File: src/rtl/batt_guard_pkg.sv
package batt_guard_pkg;

  typedef enum logic [2:0] {
    ST_NORM  = 3'd0,
    ST_OVCH  = 3'd1,
    ST_ODIS  = 3'd2,
    ST_PDN   = 3'd3,
    ST_OVCUR = 3'd4
  } gstate_t;

  localparam int NUM_TIERS = 3;

  typedef struct packed {
    logic chg_off;
    logic dis_off;
    logic reg_en;
    logic amp_en;
    logic node_pu;
    logic node_pd;
  } gouts_t;

endpackage

File: src/rtl/batt_guard_dly.sv
module batt_guard_dly #(
  parameter int DLY = 4
) (
  input  logic clk,
  input  logic rst,
  input  logic cond,
  output logic trip
);
  localparam int CW = (DLY > 1) ? $clog2(DLY) : 1;
  localparam logic [CW-1:0] LAST = CW'(DLY - 1);

  logic [CW-1:0] cnt;

  // cnt holds how many earlier consecutive edges saw cond high, saturating at LAST
  always_ff @(posedge clk) begin
    if (rst || !cond) begin
      cnt <= '0;
    end else if (cnt != LAST) begin
      cnt <= cnt + 1'b1;
    end
  end

  assign trip = cond && (cnt == LAST);

  generate
    if (DLY > 1) begin : g_chk
      AST_TRIP_CONT: assert property (@(posedge clk) disable iff (rst)
        trip |-> $past(cond));
    end
  endgenerate

endmodule

File: src/rtl/batt_guard_fsm.sv
module batt_guard_fsm
  import batt_guard_pkg::*;
(
  input  logic                 clk,
  input  logic                 rst,
  input  logic [NUM_TIERS-1:0] oc_trip,
  input  logic                 od_trip,
  input  logic                 ov_trip,
  input  logic                 all_rel,
  input  logic                 any_lo,
  input  logic                 cur_low,
  input  logic                 chg_det,
  input  logic                 node_half,
  input  logic                 load_gone,
  output gstate_t              st
);
  gstate_t st_nx;

  always_comb begin
    st_nx = st;
    unique case (st)
      ST_NORM: begin
        if (|oc_trip)     st_nx = ST_OVCUR;
        else if (od_trip) st_nx = ST_ODIS;
        else if (ov_trip) st_nx = ST_OVCH;
      end
      ST_OVCH: begin
        if (|oc_trip)               st_nx = ST_OVCUR;
        else if (od_trip)           st_nx = ST_ODIS;
        else if (all_rel || cur_low) st_nx = ST_NORM;
      end
      ST_ODIS: begin
        if (!any_lo && node_half) st_nx = ST_NORM;
        else if (!chg_det)        st_nx = ST_PDN;
      end
      ST_PDN: begin
        if (chg_det) st_nx = ST_ODIS;
      end
      ST_OVCUR: begin
        if (load_gone) st_nx = ST_NORM;
      end
      default: st_nx = ST_NORM;
    endcase
  end

  always_ff @(posedge clk) begin
    if (rst) st <= ST_NORM;
    else     st <= st_nx;
  end

  AST_PDN_HOLD: assert property (@(posedge clk) disable iff (rst)
    (st == ST_PDN && !chg_det) |=> (st == ST_PDN));
  AST_OC_HOLD: assert property (@(posedge clk) disable iff (rst)
    (st == ST_OVCUR && !load_gone) |=> (st == ST_OVCUR));
  AST_OD_RELEASE: assert property (@(posedge clk) disable iff (rst)
    (st == ST_ODIS && any_lo) |=> (st != ST_NORM));
  AST_OC_FIRST: assert property (@(posedge clk) disable iff (rst)
    ((st == ST_NORM || st == ST_OVCH) && (|oc_trip)) |=> (st == ST_OVCUR));

endmodule

File: src/rtl/batt_guard_outdec.sv
module batt_guard_outdec
  import batt_guard_pkg::*;
(
  input  gstate_t st,
  output gouts_t  o
);
  always_comb begin
    o = '{chg_off: 1'b0, dis_off: 1'b0, reg_en: 1'b1, amp_en: 1'b1,
          node_pu: 1'b0, node_pd: 1'b0};
    unique case (st)
      ST_NORM: ;
      ST_OVCH: o.chg_off = 1'b1;
      ST_ODIS: o.dis_off = 1'b1;
      ST_PDN: begin
        o.chg_off = 1'b1;
        o.dis_off = 1'b1;
        o.reg_en  = 1'b0;
        o.amp_en  = 1'b0;
        o.node_pd = 1'b1;
      end
      ST_OVCUR: begin
        o.chg_off = 1'b1;
        o.dis_off = 1'b1;
        o.node_pu = 1'b1;
      end
      default: ;
    endcase
  end
endmodule

File: src/rtl/batt_guard_ctrl.sv
module batt_guard_ctrl
  import batt_guard_pkg::*;
#(
  parameter int NCELL    = 4,
  parameter int OVCH_DLY = 40,
  parameter int ODIS_DLY = 30,
  parameter int OC1_DLY  = 20,
  parameter int OC2_DLY  = 10,
  parameter int OC3_DLY  = 4
) (
  input  logic             clk,
  input  logic             rst,
  input  logic [NCELL-1:0] cell_hi,
  input  logic [NCELL-1:0] cell_rel,
  input  logic [NCELL-1:0] cell_lo,
  input  logic [2:0]       cur_lvl,
  input  logic             chg_det,
  input  logic             node_half,
  input  logic             load_gone,
  output logic             chg_off,
  output logic             dis_off,
  output logic             reg_en,
  output logic             amp_en,
  output logic             node_pu,
  output logic             node_pd
);
  localparam int OC_D [NUM_TIERS] = '{OC1_DLY, OC2_DLY, OC3_DLY};

  gstate_t              st;
  gouts_t               outs;
  logic                 any_hi, any_lo, all_rel, watching;
  logic [NUM_TIERS-1:0] oc_trip;
  logic                 od_trip, ov_trip;

  assign any_hi   = |cell_hi;
  assign any_lo   = |cell_lo;
  assign all_rel  = &cell_rel;
  assign watching = (st == ST_NORM) || (st == ST_OVCH);

  genvar g;
  generate
    for (g = 0; g < NUM_TIERS; g++) begin : g_tier
      batt_guard_dly #(.DLY(OC_D[g])) u_oc (
        .clk (clk),
        .rst (rst),
        .cond(cur_lvl[g] && watching),
        .trip(oc_trip[g])
      );
    end
  endgenerate

  batt_guard_dly #(.DLY(ODIS_DLY)) u_od (
    .clk (clk),
    .rst (rst),
    .cond(any_lo && watching),
    .trip(od_trip)
  );

  batt_guard_dly #(.DLY(OVCH_DLY)) u_ov (
    .clk (clk),
    .rst (rst),
    .cond(any_hi && (st == ST_NORM)),
    .trip(ov_trip)
  );

  batt_guard_fsm u_fsm (
    .clk      (clk),
    .rst      (rst),
    .oc_trip  (oc_trip),
    .od_trip  (od_trip),
    .ov_trip  (ov_trip),
    .all_rel  (all_rel),
    .any_lo   (any_lo),
    .cur_low  (cur_lvl[0]),
    .chg_det  (chg_det),
    .node_half(node_half),
    .load_gone(load_gone),
    .st       (st)
  );

  batt_guard_outdec u_dec (
    .st(st),
    .o (outs)
  );

  assign chg_off = outs.chg_off;
  assign dis_off = outs.dis_off;
  assign reg_en  = outs.reg_en;
  assign amp_en  = outs.amp_en;
  assign node_pu = outs.node_pu;
  assign node_pd = outs.node_pd;

  AST_PULL_EXCL: assert property (@(posedge clk) disable iff (rst)
    !(node_pu && node_pd));
  AST_PDN_OUTS: assert property (@(posedge clk) disable iff (rst)
    node_pd |-> (chg_off && dis_off && !reg_en && !amp_en));
  AST_RESET_NORM: assert property (@(posedge clk)
    rst |=> (!chg_off && !dis_off && reg_en && amp_en));

endmodule

File: config.mk
export PLATFORM = sky130hd
export DESIGN_NAME = batt_guard_ctrl
export DESIGN_NICKNAME = d
export VERILOG_FILES = /design/src/rtl/batt_guard_pkg.sv /design/src/rtl/batt_guard_dly.sv /design/src/rtl/batt_guard_fsm.sv /design/src/rtl/batt_guard_outdec.sv /design/src/rtl/batt_guard_ctrl.sv
export SDC_FILE = /design/constraint.sdc
export NUM_CORES = 1
export LEC_CHECK = 0
export ABC_AREA = 1
export BUFFER_PORTS_ARGS = -buffer_cell sky130_fd_sc_hd__buf_2
export CAP_MARGIN = 10
export CORE_ASPECT_RATIO = 1.25
export CORE_UTILIZATION = 50
export CTS_BUF_LIST = sky130_fd_sc_hd__clkbuf_8
export DETAILED_ROUTE_END_ITERATION = 10
export PLACE_DENSITY_LB_ADDON = 0.2
export SYNTH_ARGS = -nofsm -noshare
export SYNTH_HDL_FRONTEND = slang
export SYNTH_SLANG_ARGS = --single-unit
export TNS_END_PERCENT = 50
File: constraint.sdc
create_clock -name clk -period 2.3 [get_ports clk]
set_clock_uncertainty 0.15 [all_clocks]
set_input_delay 0.345 -clock clk [delete_from_list [all_inputs] [get_ports clk]]
set_output_delay 0.345 -clock clk [all_outputs]
set_load 0.005 [all_outputs]
==> reports/results.txt <==
Measured along the y axis, the die boundary spans 61.17 microns. In this run the remaining antenna-violating nets after routing total 0. Transition at the pin with the smallest max-transition slack: 278.7 ps. The number of slew-limit violations in the final report is 0. The worst hold path terminates at u_fsm.st[0]$_SDFFE_PP0P_. The buffer type at the clock tree root is sky130_fd_sc_hd__clkbuf_8. The largest buffer count on any clock path came out at 2.

In this run the worst hold path is classified as in -> reg. The first TritonRoute pass finished after 4 iterations. In this run the critical register-to-register path is captured at u_fsm.st[0]$_SDFFE_PP0P_. The synthesized netlist occupies a cell area of 0.001400 sq mm.

The top cell types in the final layout, fill and taps aside, are sky130_fd_sc_hd__nand2_1 (28), sky130_fd_sc_hd__dfxtp_1 (25), sky130_fd_sc_hd__buf_2 (25). Setup repair after global routing left no endpoint under its margin. For the number of maximum-capacitance violations, the log shows 0.

Counting every net in the synthesized netlist gives 216. Start-to-end type of the worst setup path: reg -> out. In the final timing run, aggregate negative setup slack is 0 ps. The proportion of layout cells with a drive suffix above 1 is 0.2719. The kind of start point of the critical path is a flop. Derived from the worst setup path, the maximum achievable clock frequency is 543.3 MHz. Proportion of synthesized flip-flops having asynchronous set or reset: 0. For this design, the sink count on the clock tree is 25. The congestion estimate from routability-driven global placement came to 0.7591. For the overall overflow remaining after global route, the log shows 0. The most frequent standard cell in the layout excluding fill and tap cells was sky130_fd_sc_hd__nand2_1.

The via count of the first global-routing pass was 1168; the maximum number of pins on one net before global-route repair was 14. The worst register-to-register path has a depth of 9. The post-detailed-placement half-perimeter wirelength is 2.179 mm, and the routed wire length per instance is 10.80 microns. Worst min-delay path startpoint: rst. For the post-route core utilization, the log shows 0.5990. Dividing total power by cell area gives a power density of 520.7 mW/mm^2. After clock tree synthesis, the clock-pin slew on the worst setup and hold paths is 90 ps.

The reg2reg setup slack was 680 ps. TritonCTS built the clock tree. The hold violation total from the final report was 0; the number of synthesis warnings was 0. The highest net fanout along the worst path was 4.

The logs give 0.3575 for the part of the Yosys area used for sequential elements and 0 for the cts-stage hold buffer count. Along the worst hold path, the cell count comes to 2. The first-pass GRT wire length came out at 4.519 mm. Row generation in the floorplan step produced 21 rows. The worst setup path is captured at a primary output. The worst register-to-register path begins at g_tier[0].u_oc.cnt[0]$_SDFFE_PP0P_. The data required time at the worst endpoint came out at 1800 ps. The setup violation total in the final timing report came out at 0. The final period utilization is 0.8003, and the synthesis-to-layout area growth is 14.66%.

The diode insertion count for antenna repair was 0; the count of buffers inserted at the top-level ports was 25. Number of antenna violations at the first check in global routing: 0. The number of design rule violations left after detail routing was 0. The run finished with clean final reports.

The number of vias per cell was 4.928. In this run the post-CTS setup repair buffer count came out at 0. In this run, synthesis inferred 0 flip-flops with an integrated enable. After synthesis, the netlist uses 28 different library cells. The largest vdd supply drop came out at 416.0 uV. In the synthesized netlist the dominant register cell turns out to be sky130_fd_sc_hd__dfxtp_1. The static leakage was 0.7256 nW; the number of synthesized register bits was 25.

Minimum period implied by the final worst setup slack: 1841 ps. The count of nets after finishing is 245, and the count of instances resized after the clock tree is built is 0. A synthesized cell averages 7.408 sq um.

The arrival time of the worst setup path came out at 1350 ps. At the later pin of the worst-skew pair, clock insertion delay measures 260 ps. The logs give 0.1961 for the total routing usage reported by global routing and 1 for the H-tree depth.

The die is 49.33 microns wide. Counting every instance in the synthesized netlist gives 189. The die footprint was 0.003017 sq mm; the core area was 0.002680 sq mm. The worst relative slew slack is 0.8140. The logs give 26 for the top-level I/O count and 3 for the total CTS buffers. The tools report the count of vias placed by the detailed router as 1237.

Total wire length after detailed routing: 2.711 mm. The violation count after the first detailed-route iteration was 29. The run gives 0.5224 as the initial standard-cell utilization of the core.
==> state kept, by name, summed over array words and instances, names as in the netlist <==
| name | flops |
|---|---|
| g_tier.u_oc.cnt | 11 |
| u_ov.cnt | 6 |
| u_od.cnt | 5 |
| u_fsm.st | 3 |
==> cell type report <==
cell class / count / area (sq um)
Inverter: 29 / 108.9
Multi-Input combinational cell: 134 / 783.3
Sequential cell: 25 / 500.5
Clock buffer: 3 / 41.29
Tap cell: 34 / 42.54
Fill cell: 257 / 1075
Clock inverter: 1 / 3.754
Timing Repair Buffer: 25 / 125.1
==> power by group <==
part	leakage, nW	switching [mW]	internal (mW)
sequential	0.204	0.0215	0.453
combinational	0.495	0.0594	0.0516
clock	0.0269	0.131	0.119
==> synth_stat cells (4+ instances only) <==
| cell | number | area share |
|---|---|---|
| sky130_fd_sc_hd__ha_1 | 7 | 0.063 |
| sky130_fd_sc_hd__a21oi_1 | 11 | 0.039 |
| sky130_fd_sc_hd__xnor2_1 | 5 | 0.031 |
| sky130_fd_sc_hd__nand3_2 | 4 | 0.029 |
| sky130_fd_sc_hd__inv_1 | 22 | 0.059 |
| sky130_fd_sc_hd__nand2_1 | 28 | 0.075 |
| sky130_fd_sc_hd__nand3_1 | 13 | 0.046 |
| sky130_fd_sc_hd__nand2_2 | 8 | 0.036 |
| sky130_fd_sc_hd__dfxtp_1 | 25 | 0.36 |
| sky130_fd_sc_hd__or2_2 | 5 | 0.022 |
| sky130_fd_sc_hd__inv_2 | 6 | 0.016 |
| sky130_fd_sc_hd__nor2_2 | 4 | 0.018 |
| sky130_fd_sc_hd__xor2_1 | 4 | 0.025 |
| sky130_fd_sc_hd__nor2_1 | 21 | 0.056 |
| sky130_fd_sc_hd__nor3_1 | 5 | 0.018 |
==> cells by family (layout without fill, tap and decap cells) <==
group / after synthesis / after routing / synth area share
buffers and inverters: 30 / 58 / 0.08311
AO/OA/AOI/OAI: 20 / 20 / 0.08132
flip-flops: 25 / 25 / 0.3575
adder cells (fa/ha/maj): 7 / 7 / 0.06255
XOR/XNOR: 9 / 9 / 0.05630
AND/OR/NAND/NOR: 97 / 97 / 0.3521
multiplexers: 1 / 1 / 0.007150
==> per-layer routing <==
metal  share of wire  GRT usage  wire (microns)
met1            0.43     0.2036            1157
met4           0.015     0.1008              42
met2            0.52     0.3796            1407
met3           0.038    0.03704             104
met5               0          0               0
==> worst max-delay path, cell delays in order, from the launching register on <==
cell and delay (ps):
sky130_fd_sc_hd__dfxtp_1 410, sky130_fd_sc_hd__inv_2 90, sky130_fd_sc_hd__nor3_2 250, sky130_fd_sc_hd__inv_1 130
sky130_fd_sc_hd__nand3b_1 90, sky130_fd_sc_hd__buf_2 110
==> per-stage QoR <==
stage / cell area (sq um) / total power [mW] / instances / hold WS [ps] / worst slack [ps]
2_1_floorplan: 1400 / 0.5560 / 189 / 257.4 / 853.8
3_5_place_dp: 1560 / 0.5957 / 247 / 320.1 / 697.3
3_3_place_gp: 1560 / 0.5888 / 247 / 308.4 / 753.6
5_1_grt: 1605 / 0.8804 / 251 / 147.5 / 350.8
4_1_cts: 1605 / 0.8426 / 251 / 142.4 / 464.1
6_report: 1605 / 0.8359 / 251 / 142.6 / 459.4
==> how the worst max path moves through the flow <==
stage	start	endpoint	slack [ps]
floorplan	u_fsm.st[1]$_SDFFE_PP0P_	reg_en	850
global placement	u_ov.cnt[0]$_SDFFE_PP0N_	u_fsm.st[0]$_SDFFE_PP0P_	750
detailed placement	u_od.cnt[1]$_SDFFE_PP0P_	u_fsm.st[0]$_SDFFE_PP0P_	700
CTS	u_fsm.st[1]$_SDFFE_PP0P_	chg_off	460
global route	u_fsm.st[1]$_SDFFE_PP0P_	chg_off	350
finish	u_fsm.st[1]$_SDFFE_PP0P_	chg_off	460
No activity file was read; power rests on OpenSTA's default activity.
